`config.mk`:
```
export PLATFORM = sky130hd
export DESIGN_NAME = dac_frame_streamer
export DESIGN_NICKNAME = d
export VERILOG_FILES = /design/src/rtl/dfs_pkg.sv /design/src/rtl/dfs_tick_div.sv /design/src/rtl/dfs_sample_mem.sv /design/src/rtl/dfs_spi_tx.sv /design/src/rtl/dac_frame_streamer.sv
export SDC_FILE = /design/constraint.sdc
export NUM_CORES = 2
export LEC_CHECK = 0
export BUFFER_PORTS_ARGS = -buffer_cell sky130_fd_sc_hd__buf_2
export CORE_UTILIZATION = 45
export DETAILED_ROUTE_END_ITERATION = 10
export GPL_TIMING_DRIVEN = 1
export PLACE_DENSITY = 0.57
export SLEW_MARGIN = 10
export SYNTH_ARGS = -nofsm -noshare
export SYNTH_HDL_FRONTEND = slang
export SYNTH_SLANG_ARGS = --single-unit
```
`constraint.sdc`:
```
create_clock -name clk -period 9.55 [get_ports clk]
set_input_delay 0.4775 -clock clk [delete_from_list [all_inputs] [get_ports clk]]
set_output_delay 0.4775 -clock clk [all_outputs]
set_load 0.01 [all_outputs]
```
`src/rtl/dfs_pkg.sv`:
```
package dfs_pkg;

   localparam int FRAME_W  = 32;
   localparam int SAMPLE_W = 16;
   localparam int CHAN_W   = 4;
   localparam int CMD_W    = 4;

   typedef enum logic [1:0] {
      SH_IDLE,
      SH_SHIFT,
      SH_TAIL,
      SH_GAP
   } sh_state_e;

   function automatic logic [FRAME_W-1:0] pack_frame(
      input logic [CMD_W-1:0]    cmd,
      input logic [CHAN_W-1:0]   ch,
      input logic [SAMPLE_W-1:0] smp
   );
      return {4'h0, cmd, ch, smp, 4'hF};
   endfunction

endpackage

```
`src/rtl/dfs_tick_div.sv`:
```
module dfs_tick_div #(
   parameter int TICK_W = 16
) (
   input  logic              clk,
   input  logic              rst_n,
   input  logic              run,
   input  logic [TICK_W-1:0] period_m1,
   output logic              tick
);

   logic [TICK_W-1:0] cnt_q;

   always_ff @(posedge clk or negedge rst_n) begin
      if (!rst_n) begin
         cnt_q <= '0;
         tick  <= 1'b0;
      end else if (!run) begin
         cnt_q <= '0;
         tick  <= 1'b0;
      end else if (cnt_q >= period_m1) begin
         cnt_q <= '0;
         tick  <= 1'b1;
      end else begin
         cnt_q <= cnt_q + 1'b1;
         tick  <= 1'b0;
      end
   end

endmodule

```
`src/rtl/dfs_sample_mem.sv`:
```
module dfs_sample_mem #(
   parameter int ADDR_W = 8,
   parameter int DATA_W = 16
) (
   input  logic              clk,
   input  logic              wr_en,
   input  logic [ADDR_W-1:0] wr_addr,
   input  logic [DATA_W-1:0] wr_data,
   input  logic [ADDR_W-1:0] rd_addr,
   output logic [DATA_W-1:0] rd_data
);

   localparam int DEPTH = 1 << ADDR_W;

   logic [DATA_W-1:0] words [DEPTH];

   for (genvar gi = 0; gi < DEPTH; gi++) begin : g_word
      always_ff @(posedge clk) begin
         if (wr_en && (wr_addr == ADDR_W'(gi)))
            words[gi] <= wr_data;
      end
   end

   assign rd_data = words[rd_addr];

endmodule

```
`src/rtl/dfs_spi_tx.sv`:
```
module dfs_spi_tx
   import dfs_pkg::*;
#(
   parameter int SCLK_HALF = 2,
   parameter int GAP_SCLKS = 2
) (
   input  logic               clk,
   input  logic               rst_n,
   input  logic               start,
   input  logic [FRAME_W-1:0] frame,
   output logic               busy,
   output logic               sclk,
   output logic               mosi,
   output logic               cs_n,
   output logic               done
);

   localparam int GAP_CYC = 2 * SCLK_HALF * GAP_SCLKS;
   localparam int CNT_W   = $clog2(GAP_CYC + 1);
   localparam int BIT_W   = $clog2(FRAME_W);
   localparam logic [CNT_W-1:0] HALF_LAST = CNT_W'(SCLK_HALF - 1);
   localparam logic [CNT_W-1:0] GAP_LAST  = CNT_W'(GAP_CYC - 1);
   localparam logic [BIT_W-1:0] BIT_LAST  = BIT_W'(FRAME_W - 1);

   sh_state_e          state_q;
   logic [CNT_W-1:0]   cnt_q;
   logic [BIT_W-1:0]   bit_q;
   logic [FRAME_W-1:0] shreg_q;

   always_ff @(posedge clk or negedge rst_n) begin
      if (!rst_n) begin
         state_q <= SH_IDLE;
         cnt_q   <= '0;
         bit_q   <= '0;
         shreg_q <= '0;
         sclk    <= 1'b0;
         cs_n    <= 1'b1;
         done    <= 1'b0;
      end else begin
         done <= 1'b0;
         unique case (state_q)
            SH_IDLE: begin
               if (start) begin
                  shreg_q <= frame;
                  cs_n    <= 1'b0;
                  sclk    <= 1'b0;
                  cnt_q   <= '0;
                  bit_q   <= '0;
                  state_q <= SH_SHIFT;
               end
            end
            SH_SHIFT: begin
               if (cnt_q == HALF_LAST) begin
                  cnt_q <= '0;
                  if (!sclk) begin
                     sclk <= 1'b1;
                     if (bit_q != '0)
                        shreg_q <= {shreg_q[FRAME_W-2:0], 1'b0};
                  end else begin
                     sclk <= 1'b0;
                     if (bit_q == BIT_LAST)
                        state_q <= SH_TAIL;
                     else
                        bit_q <= bit_q + 1'b1;
                  end
               end else begin
                  cnt_q <= cnt_q + 1'b1;
               end
            end
            SH_TAIL: begin
               if (cnt_q == HALF_LAST) begin
                  cnt_q   <= '0;
                  cs_n    <= 1'b1;
                  done    <= 1'b1;
                  state_q <= SH_GAP;
               end else begin
                  cnt_q <= cnt_q + 1'b1;
               end
            end
            SH_GAP: begin
               if (cnt_q == GAP_LAST) begin
                  cnt_q   <= '0;
                  state_q <= SH_IDLE;
               end else begin
                  cnt_q <= cnt_q + 1'b1;
               end
            end
            default: state_q <= SH_IDLE;
         endcase
      end
   end

   assign busy = (state_q != SH_IDLE);
   assign mosi = cs_n ? 1'b0 : shreg_q[FRAME_W-1];

endmodule

```
`src/rtl/dac_frame_streamer.sv`:
```
module dac_frame_streamer
   import dfs_pkg::*;
#(
   parameter int ADDR_W    = 8,
   parameter int TICK_W    = 16,
   parameter int SCLK_HALF = 2,
   parameter int GAP_SCLKS = 2,
   parameter int CMD_CODE  = 3
) (
   input  logic                clk,
   input  logic                rst_n,
   input  logic                en,
   input  logic [CHAN_W-1:0]   chan,
   input  logic [ADDR_W:0]     tbl_len,
   input  logic [TICK_W-1:0]   tick_div,
   input  logic                wr_en,
   input  logic [ADDR_W-1:0]   wr_addr,
   input  logic [SAMPLE_W-1:0] wr_data,
   output logic                sclk,
   output logic                mosi,
   output logic                cs_n,
   output logic                frame_done,
   output logic                overrun
);

   localparam int DEPTH = 1 << ADDR_W;
   localparam logic [ADDR_W:0] DEPTH_V = (ADDR_W + 1)'(DEPTH);

   if (ADDR_W < 1 || ADDR_W > 12) begin : g_chk_addr
      $error("ADDR_W out of range");
   end
   if (SCLK_HALF < 1) begin : g_chk_half
      $error("SCLK_HALF must be at least 1");
   end
   if (GAP_SCLKS < 1) begin : g_chk_gap
      $error("GAP_SCLKS must be at least 1");
   end
   if (TICK_W < 2) begin : g_chk_tick
      $error("TICK_W must be at least 2");
   end
   if (CMD_CODE < 0 || CMD_CODE > 15) begin : g_chk_cmd
      $error("CMD_CODE must fit in four bits");
   end

   logic                tick;
   logic                busy;
   logic                start;
   logic [ADDR_W-1:0]   idx_q;
   logic [ADDR_W:0]     len_eff;
   logic [ADDR_W-1:0]   idx_last;
   logic [SAMPLE_W-1:0] rd_data;
   logic [FRAME_W-1:0]  frame;

   dfs_tick_div #(.TICK_W(TICK_W)) u_tick (
      .clk       (clk),
      .rst_n     (rst_n),
      .run       (en),
      .period_m1 (tick_div),
      .tick      (tick)
   );

   dfs_sample_mem #(.ADDR_W(ADDR_W), .DATA_W(SAMPLE_W)) u_mem (
      .clk     (clk),
      .wr_en   (wr_en),
      .wr_addr (wr_addr),
      .wr_data (wr_data),
      .rd_addr (idx_q),
      .rd_data (rd_data)
   );

   always_comb begin
      if (tbl_len == '0 || tbl_len > DEPTH_V)
         len_eff = DEPTH_V;
      else
         len_eff = tbl_len;
   end

   logic [ADDR_W:0] len_m1;
   assign len_m1   = len_eff - 1'b1;
   assign idx_last = len_m1[ADDR_W-1:0];

   assign start   = tick && en && !busy;
   assign overrun = tick && en && busy;
   assign frame   = pack_frame(CMD_W'(CMD_CODE), chan, rd_data);

   always_ff @(posedge clk or negedge rst_n) begin
      if (!rst_n)
         idx_q <= '0;
      else if (!en)
         idx_q <= '0;
      else if (start || overrun)
         idx_q <= (idx_q >= idx_last) ? '0 : idx_q + 1'b1;
   end

   dfs_spi_tx #(.SCLK_HALF(SCLK_HALF), .GAP_SCLKS(GAP_SCLKS)) u_tx (
      .clk   (clk),
      .rst_n (rst_n),
      .start (start),
      .frame (frame),
      .busy  (busy),
      .sclk  (sclk),
      .mosi  (mosi),
      .cs_n  (cs_n),
      .done  (frame_done)
   );

endmodule

```
Word-level counts from Yosys, hierarchy flattened
Memories as Yosys holds them, arrays and structs flattened.
Index checks and enable logic that the tools add are counted.
{"block": "totals", "ff_bits": 71, "ramBits": 4096, "n_memories": 1}
{"block": "classes", "add_sub_neg": 5, "magnitude_cmp": 3, "n_eq_ne": 271, "muxes": 1315, "reduce_logical": 530}
{"memory": "u_mem.words", "words": 256, "width": 16, "read_ports": 1, "rd_clocked_by_memory_dff": 0, "write_ports": 1, "line": "dfs_sample_mem.sv:15", "rtl": "logic [DATA_W-1:0] words [DEPTH];"}
{"cell": "$mux 16", "count": 257}
{"cell": "$reduce_or 16->1", "count": 255}
{"cell": "$mux 8", "count": 259}
{"cell": "$eq 8x8->1 const B", "count": 128}
{"cell": "$mux 1", "count": 776}
{"cell": "$eq 8x7->1 const B", "count": 64}
{"cell": "$logic_and 1x1->1", "count": 259}
{"cell": "$eq 8x6->1 const B", "count": 32}
{"cell": "$eq 8x5->1 const B", "count": 16}
{"cell": "$mux 32", "count": 4}
{"cell": "$eq 8x4->1 const B", "count": 8}
{"cell": "$pmux 32 s2", "count": 1}
{"cell": "$eq 8x3->1 const B", "count": 4}
{"cell": "$mux 5", "count": 4}
{"cell": "$add 16x1->16 const B", "count": 1}
{"cell": "$eq 8x2->1 const B", "count": 2}
{"cell": "$ge 16x16->1", "count": 1}
{"cell": "$ne 2x1->1 const B", "count": 7}
{"cell": "$mux 2", "count": 6}
{"cell": "$mux 4", "count": 3}
{"cell": "$pmux 4 s3", "count": 1}
{"cell": "$pmux 5 s2", "count": 1}
{"cell": "$reduce_and 5->1", "count": 2}
{"cell": "$gt 9x9->1 const B", "count": 1}
{"cell": "other kinds (24)", "count": 32}

Longest topological paths before layout
{"block": "logic_depth", "depth_word": 260, "depth_mapped": 16, "depth_no_buf": 11}

Hierarchy
From an unflattened synthesis, not the netlist that was laid out.
{"block": "unflattened", "hier_cells": 7770, "area_unflattened_um2": 163266.6}
{"mod": "dfs_sample_mem", "instances": 1, "cells_each": 7323, "area_each_um2": 158763.5}
{"mod": "dfs_spi_tx", "instances": 1, "cells_each": 222, "area_each_um2": 2431.1}
{"mod": "dfs_tick_div", "instances": 1, "cells_each": 131, "area_each_um2": 1251.2}
{"mod": "dac_frame_streamer", "instances": 1, "cells_each": 94, "area_each_um2": 820.8}

Least setup slack after synthesis
Ideal clock, no wire load.
{"block": "synth_path", "path_type": "register -> register", "from": "reg idx_q[0]", "to": "reg idx_q[6]", "setup_ns": 0.069, "t_arrival_ns": 3.069, "required_ns": 9.481, "setup_slack_ns": 6.412, "stages_incl_launch_ff": 17, "path_buffers": 7, "period_less_slack_ns": 3.138, "cell_sequence": "dfrtp_1 buf_6 buf_6 buf_6 buf_8 inv_2 clkbuf_1 buf_2 ha_1 nand2b_1 a21o_1 a21o_1 a211oi_1 o21a_1 clkbuf_1 o221ai_1 nand3_1"}
{"block": "synth_via", "elab_chain_len": 4, "word_cells_on_any_way": 5, "cone_classes": "add/sub: 1; order compare: 1; mux: 3"}
{"element": "start, declared", "line": "dac_frame_streamer.sv:48", "rtl": "logic [ADDR_W-1:0] idx_q;"}
{"element": "start signal, assigned", "line": "dac_frame_streamer.sv:92", "rtl": "idx_q <= (idx_q >= idx_last) ? '0 : idx_q + 1'b1;"}
{"element": "$add 8x1->8 or $ge 8x8->1 (tied branches)", "line": "dac_frame_streamer.sv:92"}
{"element": "$mux 8 (*)", "line": "dac_frame_streamer.sv:92"}
{"element": "$mux 8 (*)", "line": "dac_frame_streamer.sv:91", "rtl": "else if (start || overrun)"}
{"element": "$mux 8 (*)", "line": "dac_frame_streamer.sv:89", "rtl": "else if (!en)"}
Every way passes the cells marked *; elsewhere a longest branch is shown, timed or not. The select of a mux whose other input is x is not followed.
A chain may end at the register's enable or synchronous reset.

Worst setup path after layout
{"block": "layout_path", "from": "reg idx_q[3]", "to": "reg u_tx.shreg_q[5]"}
{"block": "layout_via", "elab_chain_len": 3}
{"element": "$mem_v2 256x16"}
{"element": "$mux 32", "line": "dfs_spi_tx.sv:43", "rtl": "if (start) begin"}
{"element": "$pmux 32 s2", "line": "dfs_spi_tx.sv:41", "rtl": "unique case (state_q)"}
{"element": "end signal, assigned", "line": "dfs_spi_tx.sv:44", "rtl": "shreg_q <= frame;"}
{"element": "end signal, assigned", "line": "dfs_spi_tx.sv:58", "rtl": "shreg_q <= {shreg_q[FRAME_W-2:0], 1'b0};"}
{"element": "end, declared", "line": "dfs_spi_tx.sv:28", "rtl": "logic [FRAME_W-1:0] shreg_q;"}
Every way passes these cells. The select of a mux whose other input is x is not followed.

==> impl_metrics.toml <==
[status]
run_status = "finished, violations left"
failing_checks = "DRC"

[clock_network]
clock_insertion_delay_worst_skew_ps = 980
cts_made_buffers = 420
cts_setup_buffers = 0
h_tree_lvls = 5
cts_max_path_buffers = 4
tritoncts = "done"
post_cts_resized = 0
cts.sinks = 4167
ctsRootBufferMaster = "sky130_fd_sc_hd__clkbuf_16"
cts.clk_slew.worst_paths_ps = 60

[placement]
gp_congestion = 0.863
io_buffers = 61
placed_cell_area_um2 = 169000
dp_hpwl_um = 257000

[timing]
setup_viol = 0
worst_tran_pin_value_ps = 1370
finalCriticalPeriod_ps = 5240
maxSlewViolCount = 0
relSlewSlack = 0.0877
fin_crit_sh = 0.549
finalClockSkew_ps = 37.4
hold_viol_final = 0
hold_slack_ps = 30.4
setup-tns-final_ps = 0
grt_setup_unrepaired = "no"
max_freq_mhz = 191

[routing]
final_antenna_net_count = 0
drt_iter0_drc = 9713
dr_total_vias = 81244
routed_wirelength_um = 441000
vias_per_cell = 6.03
wl_per_cell_um = 32.7
dr.pass1.iters = 11
detail_route.drc_violations = 15

[synth]
edff_count_synth = 4096
netlist_instances = 7916
netlist_area_um2 = 161000
synth.yosys.warnings = 0
post_synth.cell_area_avg_um2 = 20.3
synth-main-ff-cell = "sky130_fd_sc_hd__edfxtp_1"
mappedNetlistNets = 8009
ys_seq_elements = 4167
synth.lib_cells_used.distinct = 69
sequential_element_share_of_the_synthesized_area = 0.775
synth-async-reset-ratio = 0.0170

[global_route]
antenna_found_initial = 23
grt_first_pass_wirelength_um = 619000
largest_net_degree_at_the_start_of_global_routing = 161
grt_util_all_layers = 0.243
grt-ovfl-total = 0
first_global_vias = 80330

[floorplan]
die_area_um2 = 360000
rows = 219
dieHeight_um = 600
starting_density_of_the_core = 0.452
ioPinCount = 62
die_x_um = 600
core_area_um2 = 356000

[pwr]
power_per_cell_area_nw_per_um2 = 203
max-vdd-ir-drop_mv = 0.167
power.static_leakage_uw = 0.0554

[worst_setup_path]
worst-endpoint-required_ps = 10450
end_kind = "flip-flop"
timing_worst_setup_path_type = "flip-flop to flip-flop"
cp_max_fo = 27
worst_ep_arrival_time_ps = 6140
crit_path_start_kind = "flip-flop"

[layout]
layout-drive-gt1-share = 0.221
layout.cells.most_common = "sky130_fd_sc_hd__edfxtp_1"
fin_area_um2 = 182000
area_growth_pct = 13.2
layout.nets = 8451
mostFrequentLayoutCells = "sky130_fd_sc_hd__edfxtp_1 (4,096), sky130_fd_sc_hd__mux4_2 (757), sky130_fd_sc_hd__mux2i_1 (588), sky130_fd_sc_hd__clkbuf_16 (428), sky130_fd_sc_hd__buf_4 (388)"
nFillCells = 28038

[job]
max_cap_viol_count = 0

[min_path]
hold_path.class = "input pin to flip-flop"
==> stage by stage <==
step | total power (uW) | utilization | worst slack [ps] | cells
final | 37000 | 0.512 | 4310 | 13468
after detailed placement | 21400 | 0.474 | 4100 | 12671
after global placement | 21400 | 0.474 | 3760 | 12662
after global routing | 37900 | 0.512 | 4210 | 13455
after CTS | 37200 | 0.512 | 4070 | 13454
after floorplan | 20800 | - | 6410 | 7916
==> state kept, by name, indices dropped and copies added (netlist names) <==
register / flops
u_tick.cnt_q: 16
u_tx.sclk: 1
u_mem.words: 4096
idx_q: 8
u_tx.cs_n: 1
u_tx.done: 1
u_tx.bit_q: 5
u_tx.cnt_q: 4
u_tx.shreg_q: 32
u_tx.state_q: 2
u_tick.tick: 1
==> layout make-up <==
| type | count | area, um^2 | area share |
|---|---|---|---|
| Antenna cell | 14 | 35.0 | 0.000192 |
| Clock inverter | 245 | 2110 | 0.0116 |
| Sequential cell | 4167 | 125000 | 0.685 |
| Tap cell | 4751 | 5940 | 0.0326 |
| Clock buffer | 522 | 11100 | 0.0610 |
| Multi-Input combinational cell | 3257 | 34300 | 0.188 |
| Inverter | 32 | 123 | 0.000673 |
| Timing Repair Buffer | 480 | 3830 | 0.0210 |
==> worst paths after layout <==
kind,from,end,slack (ps),cells after the start
max,idx_q[3]$_DFFE_PN0P_,u_tx.shreg_q[5]$_DFFE_PN0P_,4310,8
min in group asynchronous,rst_n,u_tx.shreg_q[22]$_DFFE_PN0P_,600,4
min reg2reg,u_tx.shreg_q[26]$_DFFE_PN0P_,u_tx.shreg_q[26]$_DFFE_PN0P_,470,2
min,wr_data[4],u_mem.words[245][4]$_DFFE_PP_,30,1
max in group asynchronous,rst_n,idx_q[0]$_DFFE_PN0P_,8270,4
max reg2reg,idx_q[3]$_DFFE_PN0P_,u_tx.shreg_q[5]$_DFFE_PN0P_,4310,8
==> report_power, final <==
group / leakage, uW / total, uW / switching (uW) / internal, uW
combinational: 0.0111 / 867 / 710 / 156
clock: 0.00646 / 16000 / 6900 / 9050
sequential: 0.0378 / 20100 / 16.6 / 20100
total: 0.0554 / 37000 / 7630 / 29300
==> synthesized netlist by cell type, types with 37 or more instances <==
cell type                  count  share of area
sky130_fd_sc_hd__nor2_1      328         0.0076
sky130_fd_sc_hd__o22ai_1     100         0.0039
sky130_fd_sc_hd__buf_2       170         0.0053
sky130_fd_sc_hd__a21oi_1     139         0.0043
sky130_fd_sc_hd__a22oi_1     300          0.014
sky130_fd_sc_hd__nand3_1     203         0.0063
sky130_fd_sc_hd__o21ai_0      70         0.0022
sky130_fd_sc_hd__edfxtp_1   4096           0.76
sky130_fd_sc_hd__nor4_1       50         0.0019
sky130_fd_sc_hd__mux2i_1     588          0.037
sky130_fd_sc_hd__mux4_2      757           0.11
sky130_fd_sc_hd__clkbuf_1    199         0.0046
sky130_fd_sc_hd__nand2_1     281         0.0065
sky130_fd_sc_hd__and3_1       37         0.0014
sky130_fd_sc_hd__buf_4        44         0.0021
sky130_fd_sc_hd__dfrtp_1      70          0.011
==> routing by layer <==
metal / up-vias / track usage / share of wire
met5: - / 0 / 0
met4: 0 / 0.0739 / 0.033
met3: 590 / 0.0425 / 0.080
met2: 3451 / 0.383 / 0.47
met1: 43494 / 0.347 / 0.41
li1: 33709 / - / -
==> worst max-delay path, stage by stage (launching register included) <==
cell,delay [ps]
sky130_fd_sc_hd__dfrtp_4,700
sky130_fd_sc_hd__buf_4,570
sky130_fd_sc_hd__nand3b_2,570
sky130_fd_sc_hd__buf_4,410
sky130_fd_sc_hd__or3_1,800
sky130_fd_sc_hd__o22ai_1,330
sky130_fd_sc_hd__a211o_1,450
sky130_fd_sc_hd__nor4_1,960
sky130_fd_sc_hd__a221o_1,280
==> kinds of logic (layout without fill, tap and decap cells) <==
family	Yosys count	in the layout	synth area share
other	0	14	0
and+or+nand+nor	1049	1049	0.0298
muxes	1346	1346	0.142
AOI/OAI and AO/OA	805	805	0.0340
buffers and inverters	492	1279	0.0150
xor gates and xnor gates	21	21	0.00114
DFF	4167	4167	0.775
adders and majority gates	36	36	0.00280
==> timing repair <==
| action | 4_1_cts | 5_1_grt |
|---|---|---|
| hold endpoints to repair | 339 | 0 |
| hold buffers | 16 | 0 |
| setup endpoints to repair | 0 | 0 |
Power figures use the tool's default switching activity.
